--- src/rtl/ecpx_pkg.sv ---
package ecpx_pkg;

    localparam int BYTE_W = 8;
    localparam int OFF_W  = 3;
    localparam int MODE_W = 3;
    localparam int STAT_W = 2;

    typedef enum logic [MODE_W-1:0] {
        MODE_COMPAT  = 3'd0,
        MODE_BYTE    = 3'd1,
        MODE_PPFIFO  = 3'd2,
        MODE_ECPFIFO = 3'd3,
        MODE_EPP     = 3'd4,
        MODE_RSVD    = 3'd5,
        MODE_FTEST   = 3'd6,
        MODE_CONFIG  = 3'd7
    } ecp_mode_e;

    localparam logic [OFF_W-1:0] OFF_SHARED = 3'd0;
    localparam logic [OFF_W-1:0] OFF_CFGB   = 3'd1;
    localparam logic [OFF_W-1:0] OFF_ECR    = 3'd2;

    localparam logic [BYTE_W-1:0] IDLE_BYTE = 8'hFF;

    typedef struct packed {
        logic              en;
        logic              wr;
        logic [OFF_W-1:0]  off;
        logic [BYTE_W-1:0] wdata;
    } host_acc_t;

    typedef struct packed {
        logic empty;
        logic full;
    } fifo_flags_t;

    // Status encoding: empty -> 01, full -> 10, partial -> 00
    function automatic logic [STAT_W-1:0] fifo_status(input fifo_flags_t f);
        logic [STAT_W-1:0] s;
        s = 2'b00;
        if (f.empty)
            s = 2'b01;
        else if (f.full)
            s = 2'b10;
        return s;
    endfunction

    function automatic logic [BYTE_W-1:0] ecr_image(input ecp_mode_e m,
                                                    input fifo_flags_t f);
        return {m, 3'b000, fifo_status(f)};
    endfunction

endpackage

--- src/rtl/ecpx_fifo.sv ---
module ecpx_fifo
    import ecpx_pkg::*;
#(
    parameter int DW    = 8,
    parameter int DEPTH = 2
) (
    input  logic          clk,
    input  logic          rst,
    input  logic          push_i,
    input  logic          pop_i,
    input  logic          flush_i,
    input  logic [DW-1:0] wdata_i,
    output logic [DW-1:0] head_o,
    output fifo_flags_t   flags_o
);

    localparam int PW = (DEPTH > 1) ? $clog2(DEPTH) : 1;
    localparam int CW = $clog2(DEPTH + 1);
    localparam logic [PW-1:0] LAST = PW'(DEPTH - 1);
    localparam logic [CW-1:0] CMAX = CW'(DEPTH);

    logic [DW-1:0] mem_q [DEPTH];
    logic [PW-1:0] wptr_q, rptr_q;
    logic [CW-1:0] cnt_q;
    logic          is_empty, is_full, do_push, do_pop;

    assign is_empty = (cnt_q == '0);
    assign is_full  = (cnt_q == CMAX);
    assign do_push  = push_i && !is_full && !flush_i;
    assign do_pop   = pop_i && !is_empty && !flush_i;

    always_ff @(posedge clk) begin
        if (rst || flush_i) begin
            wptr_q <= '0;
            rptr_q <= '0;
            cnt_q  <= '0;
        end else begin
            if (do_push)
                wptr_q <= (wptr_q == LAST) ? '0 : wptr_q + 1'b1;
            if (do_pop)
                rptr_q <= (rptr_q == LAST) ? '0 : rptr_q + 1'b1;
            if (do_push && !do_pop)
                cnt_q <= cnt_q + 1'b1;
            else if (do_pop && !do_push)
                cnt_q <= cnt_q - 1'b1;
        end
    end

    for (genvar g = 0; g < DEPTH; g++) begin : g_slot
        always_ff @(posedge clk) begin
            if (rst)
                mem_q[g] <= '0;
            else if (do_push && wptr_q == PW'(g))
                mem_q[g] <= wdata_i;
        end
    end

    assign head_o        = mem_q[rptr_q];
    assign flags_o.empty = is_empty;
    assign flags_o.full  = is_full;

    AST_CNT_BOUND: assert property (@(posedge clk) disable iff (rst)
        cnt_q <= CMAX);
    AST_FLUSH_EMPTIES: assert property (@(posedge clk) disable iff (rst)
        flush_i |=> flags_o.empty && !flags_o.full);
    AST_DROP_ON_FULL: assert property (@(posedge clk) disable iff (rst)
        push_i && !pop_i && !flush_i && flags_o.full |=> flags_o.full && $stable(wptr_q));
    AST_POP_ON_EMPTY: assert property (@(posedge clk) disable iff (rst)
        pop_i && !push_i && flags_o.empty |=> flags_o.empty && $stable(rptr_q));

endmodule

--- src/rtl/ecpx_ctrl.sv ---
module ecpx_ctrl
    import ecpx_pkg::*;
(
    input  logic              clk,
    input  logic              rst,
    input  host_acc_t         acc_i,
    output ecp_mode_e         mode_o,
    output logic [BYTE_W-1:0] cfgb_o,
    output logic [BYTE_W-1:0] shared_o,
    output logic              push_o,
    output logic              pop_o,
    output logic              flush_o,
    output logic              rd_o
);

    ecp_mode_e         mode_q;
    logic [BYTE_W-1:0] cfgb_q, shared_q;
    logic              wr_hit, rd_hit, at_shared, in_test;
    ecp_mode_e         new_mode;

    assign wr_hit    = acc_i.en && acc_i.wr;
    assign rd_hit    = acc_i.en && !acc_i.wr;
    assign at_shared = (acc_i.off == OFF_SHARED);
    assign in_test   = (mode_q == MODE_FTEST);
    assign new_mode  = ecp_mode_e'(acc_i.wdata[BYTE_W-1 -: MODE_W]);

    always_ff @(posedge clk) begin
        if (rst) begin
            mode_q   <= MODE_COMPAT;
            cfgb_q   <= '0;
            shared_q <= '0;
        end else if (wr_hit) begin
            case (acc_i.off)
                OFF_SHARED: if (!in_test) shared_q <= acc_i.wdata;
                OFF_CFGB:   cfgb_q <= acc_i.wdata;
                OFF_ECR:    mode_q <= new_mode;
                default:    ;
            endcase
        end
    end

    assign push_o   = wr_hit && at_shared && in_test;
    assign pop_o    = rd_hit && at_shared && in_test;
    assign flush_o  = wr_hit && (acc_i.off == OFF_ECR) && (new_mode != mode_q);
    assign rd_o     = rd_hit;
    assign mode_o   = mode_q;
    assign cfgb_o   = cfgb_q;
    assign shared_o = shared_q;

    AST_MODE_HOLD: assert property (@(posedge clk) disable iff (rst)
        !(wr_hit && acc_i.off == OFF_ECR) |=> $stable(mode_q));
    AST_SHARED_HOLD_TEST: assert property (@(posedge clk) disable iff (rst)
        in_test |=> $stable(shared_q));

endmodule

--- src/rtl/ecpx_rdmux.sv ---
module ecpx_rdmux
    import ecpx_pkg::*;
(
    input  logic              rd_i,
    input  logic [OFF_W-1:0]  off_i,
    input  ecp_mode_e         mode_i,
    input  fifo_flags_t       flags_i,
    input  logic [BYTE_W-1:0] head_i,
    input  logic [BYTE_W-1:0] cfgb_i,
    input  logic [BYTE_W-1:0] shared_i,
    output logic [BYTE_W-1:0] rdata_o
);

    logic [BYTE_W-1:0] fifo_view;

    assign fifo_view = flags_i.empty ? IDLE_BYTE : head_i;

    always_comb begin
        rdata_o = '0;
        if (rd_i) begin
            case (off_i)
                OFF_SHARED: rdata_o = (mode_i == MODE_FTEST) ? fifo_view : shared_i;
                OFF_CFGB:   rdata_o = cfgb_i;
                OFF_ECR:    rdata_o = ecr_image(mode_i, flags_i);
                default:    rdata_o = IDLE_BYTE;
            endcase
        end
    end

endmodule

--- src/rtl/ecpx_window.sv ---
module ecpx_window
    import ecpx_pkg::*;
#(
    parameter int FIFO_DEPTH = 2
) (
    input  logic        clk,
    input  logic        rst,
    input  logic        acc_en,
    input  logic        acc_wr,
    input  logic [2:0]  acc_off,
    input  logic [7:0]  acc_wdata,
    output logic [7:0]  acc_rdata,
    output logic [2:0]  mode_o
);

    host_acc_t         acc;
    ecp_mode_e         mode;
    fifo_flags_t       flags;
    logic [BYTE_W-1:0] cfgb, shared, head;
    logic              push, pop, flush, rd;

    assign acc = '{en: acc_en, wr: acc_wr, off: acc_off, wdata: acc_wdata};

    ecpx_ctrl u_ctrl (
        .clk      (clk),
        .rst      (rst),
        .acc_i    (acc),
        .mode_o   (mode),
        .cfgb_o   (cfgb),
        .shared_o (shared),
        .push_o   (push),
        .pop_o    (pop),
        .flush_o  (flush),
        .rd_o     (rd)
    );

    ecpx_fifo #(.DW(BYTE_W), .DEPTH(FIFO_DEPTH)) u_fifo (
        .clk     (clk),
        .rst     (rst),
        .push_i  (push),
        .pop_i   (pop),
        .flush_i (flush),
        .wdata_i (acc_wdata),
        .head_o  (head),
        .flags_o (flags)
    );

    ecpx_rdmux u_rdmux (
        .rd_i     (rd),
        .off_i    (acc_off),
        .mode_i   (mode),
        .flags_i  (flags),
        .head_i   (head),
        .cfgb_i   (cfgb),
        .shared_i (shared),
        .rdata_o  (acc_rdata)
    );

    assign mode_o = mode;

    AST_RESET_STATE: assert property (@(posedge clk) disable iff (rst)
        $fell(rst) |-> mode_o == 3'd0 && flags.empty);
    AST_FLAGS_EXCL: assert property (@(posedge clk) disable iff (rst)
        !(flags.empty && flags.full));
    AST_IDLE_READ: assert property (@(posedge clk) disable iff (rst)
        !acc_en |-> acc_rdata == 8'h00);

endmodule

--- config.mk ---
export PLATFORM = sky130hd
export DESIGN_NAME = ecpx_window
export DESIGN_NICKNAME = d
export VERILOG_FILES = /design/src/rtl/ecpx_pkg.sv /design/src/rtl/ecpx_fifo.sv /design/src/rtl/ecpx_ctrl.sv /design/src/rtl/ecpx_rdmux.sv /design/src/rtl/ecpx_window.sv
export SDC_FILE = /design/constraint.sdc
export NUM_CORES = 1
export LEC_CHECK = 0
export BUFFER_PORTS_ARGS = -buffer_cell sky130_fd_sc_hd__buf_2
export CAP_MARGIN = 40
export CELL_PAD_IN_SITES_DETAIL_PLACEMENT = 1
export CELL_PAD_IN_SITES_GLOBAL_PLACEMENT = 1
export CORE_AREA = 2 2 85 87
export DETAILED_ROUTE_END_ITERATION = 12
export DIE_AREA = 0 0 87 89
export PLACE_DENSITY_LB_ADDON = 0.25
export SLEW_MARGIN = 20
export SYNTH_ARGS = -nofsm -noshare
export SYNTH_HDL_FRONTEND = slang
export SYNTH_SLANG_ARGS = --single-unit
--- constraint.sdc ---
create_clock -name clk -period 2 [get_ports clk]
set_clock_uncertainty 0.1 [all_clocks]
set_input_delay 0.3 -clock clk [delete_from_list [all_inputs] [get_ports clk]]
set_output_delay 0.3 -clock clk [all_outputs]
set_load 0.03 [all_outputs]
==> metrics.csv <==
metric;value;unit
status;complete, but fails checks;
violations;setup timing;
row_count;30;
crit_end;acc_rdata[7];
switchingPower;0.427;mW
place_ws;0.0723;ns
swShare;24.1;%
synthAdderAreaFrac;0.629;%
worst-path-max-fanout;8;
seqCellArea;965;sq um
fin_ws;-0.0434;ns
relSlewSlack;54.8;%
postPlaceCellArea;0.00245;sq mm
cts_buffer_depth;2;
drv_cap;0;
route.vias.total;1467;
arrival;1.64;ns
finalInstanceArea;0.00282;sq mm
synth_compound_area_share;12.2;%
pwr-share-clk;40.0;%
pwr-share-comb;11.2;%
start_kind;register;
die_x;87;microns
clk_latency;0.29;ns
ys_seq_elements;40;
yosysWarningCount;0;
dieArea;0.00774;sq mm
drive_above_1_share;41.9;%
drtIter0Drc;26;
area_growth;41.6;%
synth_area;0.00199;sq mm
antenna_cells;0;
grt_use_total;15.5;%
syn_nets;194;
power.density;630;mW/mm^2
die_h;89;microns
cts_tree;built;
timing.final.crit_share;102;%
port-buffer-count;25;
tightest_slew;0.678;ns
critPathKind;reg2out;
post-dp-hpwl;3.74;mm
synth_top_family_by_area;simple AND/OR/NAND/NOR gates;
synth-simple-area-share;17.8;%
p_total;1.78;mW
setup_viol;6;
routed_wl;5.34;mm
wl_per_cell;17.7;microns
grt_pass1_vias;1624;
ir_worst_vdd;0.216;mV
timing.fmax;0.489;GHz
ant_nets;0;
final_cell_mix;nor2_1 (26), dfxtp_1 (21), mux2i_1 (19);
muxShareOfSynthArea;14.1;%
seqPwrFrac;48.8;%
antenna_found_initial;0;
cts-root-buf;clkbuf_8;
drcViolationCount;0;
clkTransAtPathRegs;0.08;ns
holdPathStages;3;
endpoint_kind;primary output;
cts_inserted_buffers;5;
p_int;1.35;mW
reg2reg_slack;0.09;ns
final_nets;237;
start_util;29.6;%
grt_pass1_wl;8.85;mm
required;1.60;ns
reg2reg_to;u_fifo.cnt_q[1];
timing.rr.start;u_ctrl.mode_o[0];
ys_types;36;
fillerInstances;728;
hold_violations;0;
cellLeakagePower;1.08;nW
synthXorXnorAreaFrac;3.52;%
yosysSeqAreaShare;48.3;%
grt_overflow;0;
gp_congestion;0.728;
vias_per_cell;4.86;
io_pins;26;
drt_first_pass_iters;3;
layout_commonest_cell;nor2_1;
core_area;0.00672;sq mm
min_path_type;in2reg;
syn_inst;178;
syn_area_per_cell;11.2;sq um
rsz0062_at_grt;yes;
reg2reg_depth;8;
report.final.slew_viol_count;0;
grt_max_degree;16;
final_core_utilization;41.9;%
cts.sinks;40;
cts_max_level;2;
post-route-min-period;2.04;ns
multi_input_comb_area;0.00123;sq mm
[cell type report]
| class | count | area share (%) |
|---|---|---|
| well taps | 80 | 3.55 |
| clock buffers | 6 | 2.93 |
| repair buffers | 46 | 13.7 |
| clock inverters | 2 | 1.38 |
| multi-input cells | 125 | 43.8 |
| flip-flops and latches | 40 | 34.2 |
| inverters | 3 | 0.400 |
[routing by layer]
metal	vias to the layer above	track usage, %	wire, microns
li1	734	-	-
met1	699	19.9	2480
met4	0	4.69	71
met5	-	0	0
met2	28	26.6	2610
met3	6	2.95	171
[cells in the mapped netlist]
cell type / count / area, sq um
nand3b_4: 1 / 20.0
nor3_2: 1 / 10.0
nand4bb_1: 1 / 11.3
nor3b_1: 3 / 22.5
o221ai_1: 8 / 70.1
clkbuf_1: 5 / 18.8
and2_1: 16 / 100
o21bai_1: 1 / 7.51
nand2b_1: 1 / 6.26
nor3b_2: 1 / 12.5
mux2_2: 8 / 90.1
buf_4: 1 / 7.51
a21o_1: 5 / 37.5
xnor2_1: 4 / 35.0
xor2_1: 4 / 35.0
a31oi_1: 8 / 50.1
nor2_1: 26 / 97.6
dfxtp_1: 24 / 480
mux2i_1: 19 / 190
and3b_2: 2 / 20.0
inv_2: 2 / 7.51
buf_2: 1 / 5.00
buf_1: 1 / 3.75
o22ai_1: 2 / 12.5
nor3_4: 1 / 16.3
nor2_2: 1 / 6.26
inv_1: 1 / 3.75
edfxtp_1: 16 / 480
o2111ai_4: 1 / 26.3
o21ai_2: 1 / 8.76
nand3_1: 1 / 5.00
ha_1: 1 / 12.5
nand3b_1: 1 / 7.51
nor3b_4: 1 / 18.8
buf_6: 2 / 22.5
o21ai_0: 6 / 30.0
[worst min-delay path by stage]
stage	end	slack [ns]	from
global placement	u_ctrl.cfgb_o[3]	0.37	u_ctrl.cfgb_o[3]
finish	u_ctrl.shared_o[2]	0.19	acc_wdata[2]
floorplan	u_ctrl.shared_o[0]	0.34	acc_wdata[0]
global route	u_ctrl.shared_o[4]	0.20	acc_wdata[4]
CTS	u_ctrl.shared_o[4]	0.18	acc_wdata[4]
detailed placement	u_ctrl.cfgb_o[2]	0.38	u_ctrl.cfgb_o[2]
[stage by stage]
step | cells | TNS, ns | hold slack (ns)
global placement | 291 | 0 | 0.372
finish | 302 | -0.0871 | 0.193
CTS | 302 | -0.354 | 0.176
global route | 302 | -0.740 | 0.199
floorplan | 178 | 0 | 0.344
detailed placement | 291 | 0 | 0.378
[state kept, by name, indices dropped and copies added (netlist names), named ones only]
name,flops
u_ctrl.cfgb_o,8
u_ctrl.mode_o,3
u_ctrl.shared_o,8
u_fifo.cnt_q,2
u_fifo.mem_q,16
u_fifo.rptr_q,1
u_fifo.wptr_q,1
[cells by family after synthesis]
family                   Yosys count
buffers and inverters             13
AND/OR/NAND/NOR                   57
multiplexers                      27
AO/OA/AOI/OAI                     32
XOR/XNOR                           8
adder cells (fa/ha/maj)            1
flip-flops                        40
[worst max-delay path: stages (launching register included)]
cell,delay [ns]
dfxtp_2,0.35
buf_12,0.13
mux2_2,0.37
o221ai_4,0.20
a31oi_4,0.12
buf_6,0.18
[power by group through the flow]
stage	sequential [mW]	combinational [mW]	clock [mW]
detailed placement	0.884	0.182	0
finish	0.866	0.199	0.710
global placement	0.884	0.180	0
floorplan	0.885	0.102	0
CTS	0.867	0.201	0.740
global route	0.868	0.215	0.779
[timing repair]
action	CTS	global route
resized for setup	39	2
pin swaps	10	3
hold buffers	0	0
endpoints found under the setup margin	8	9
setup buffers	3	0
No activity file was read; power rests on OpenSTA's default activity.
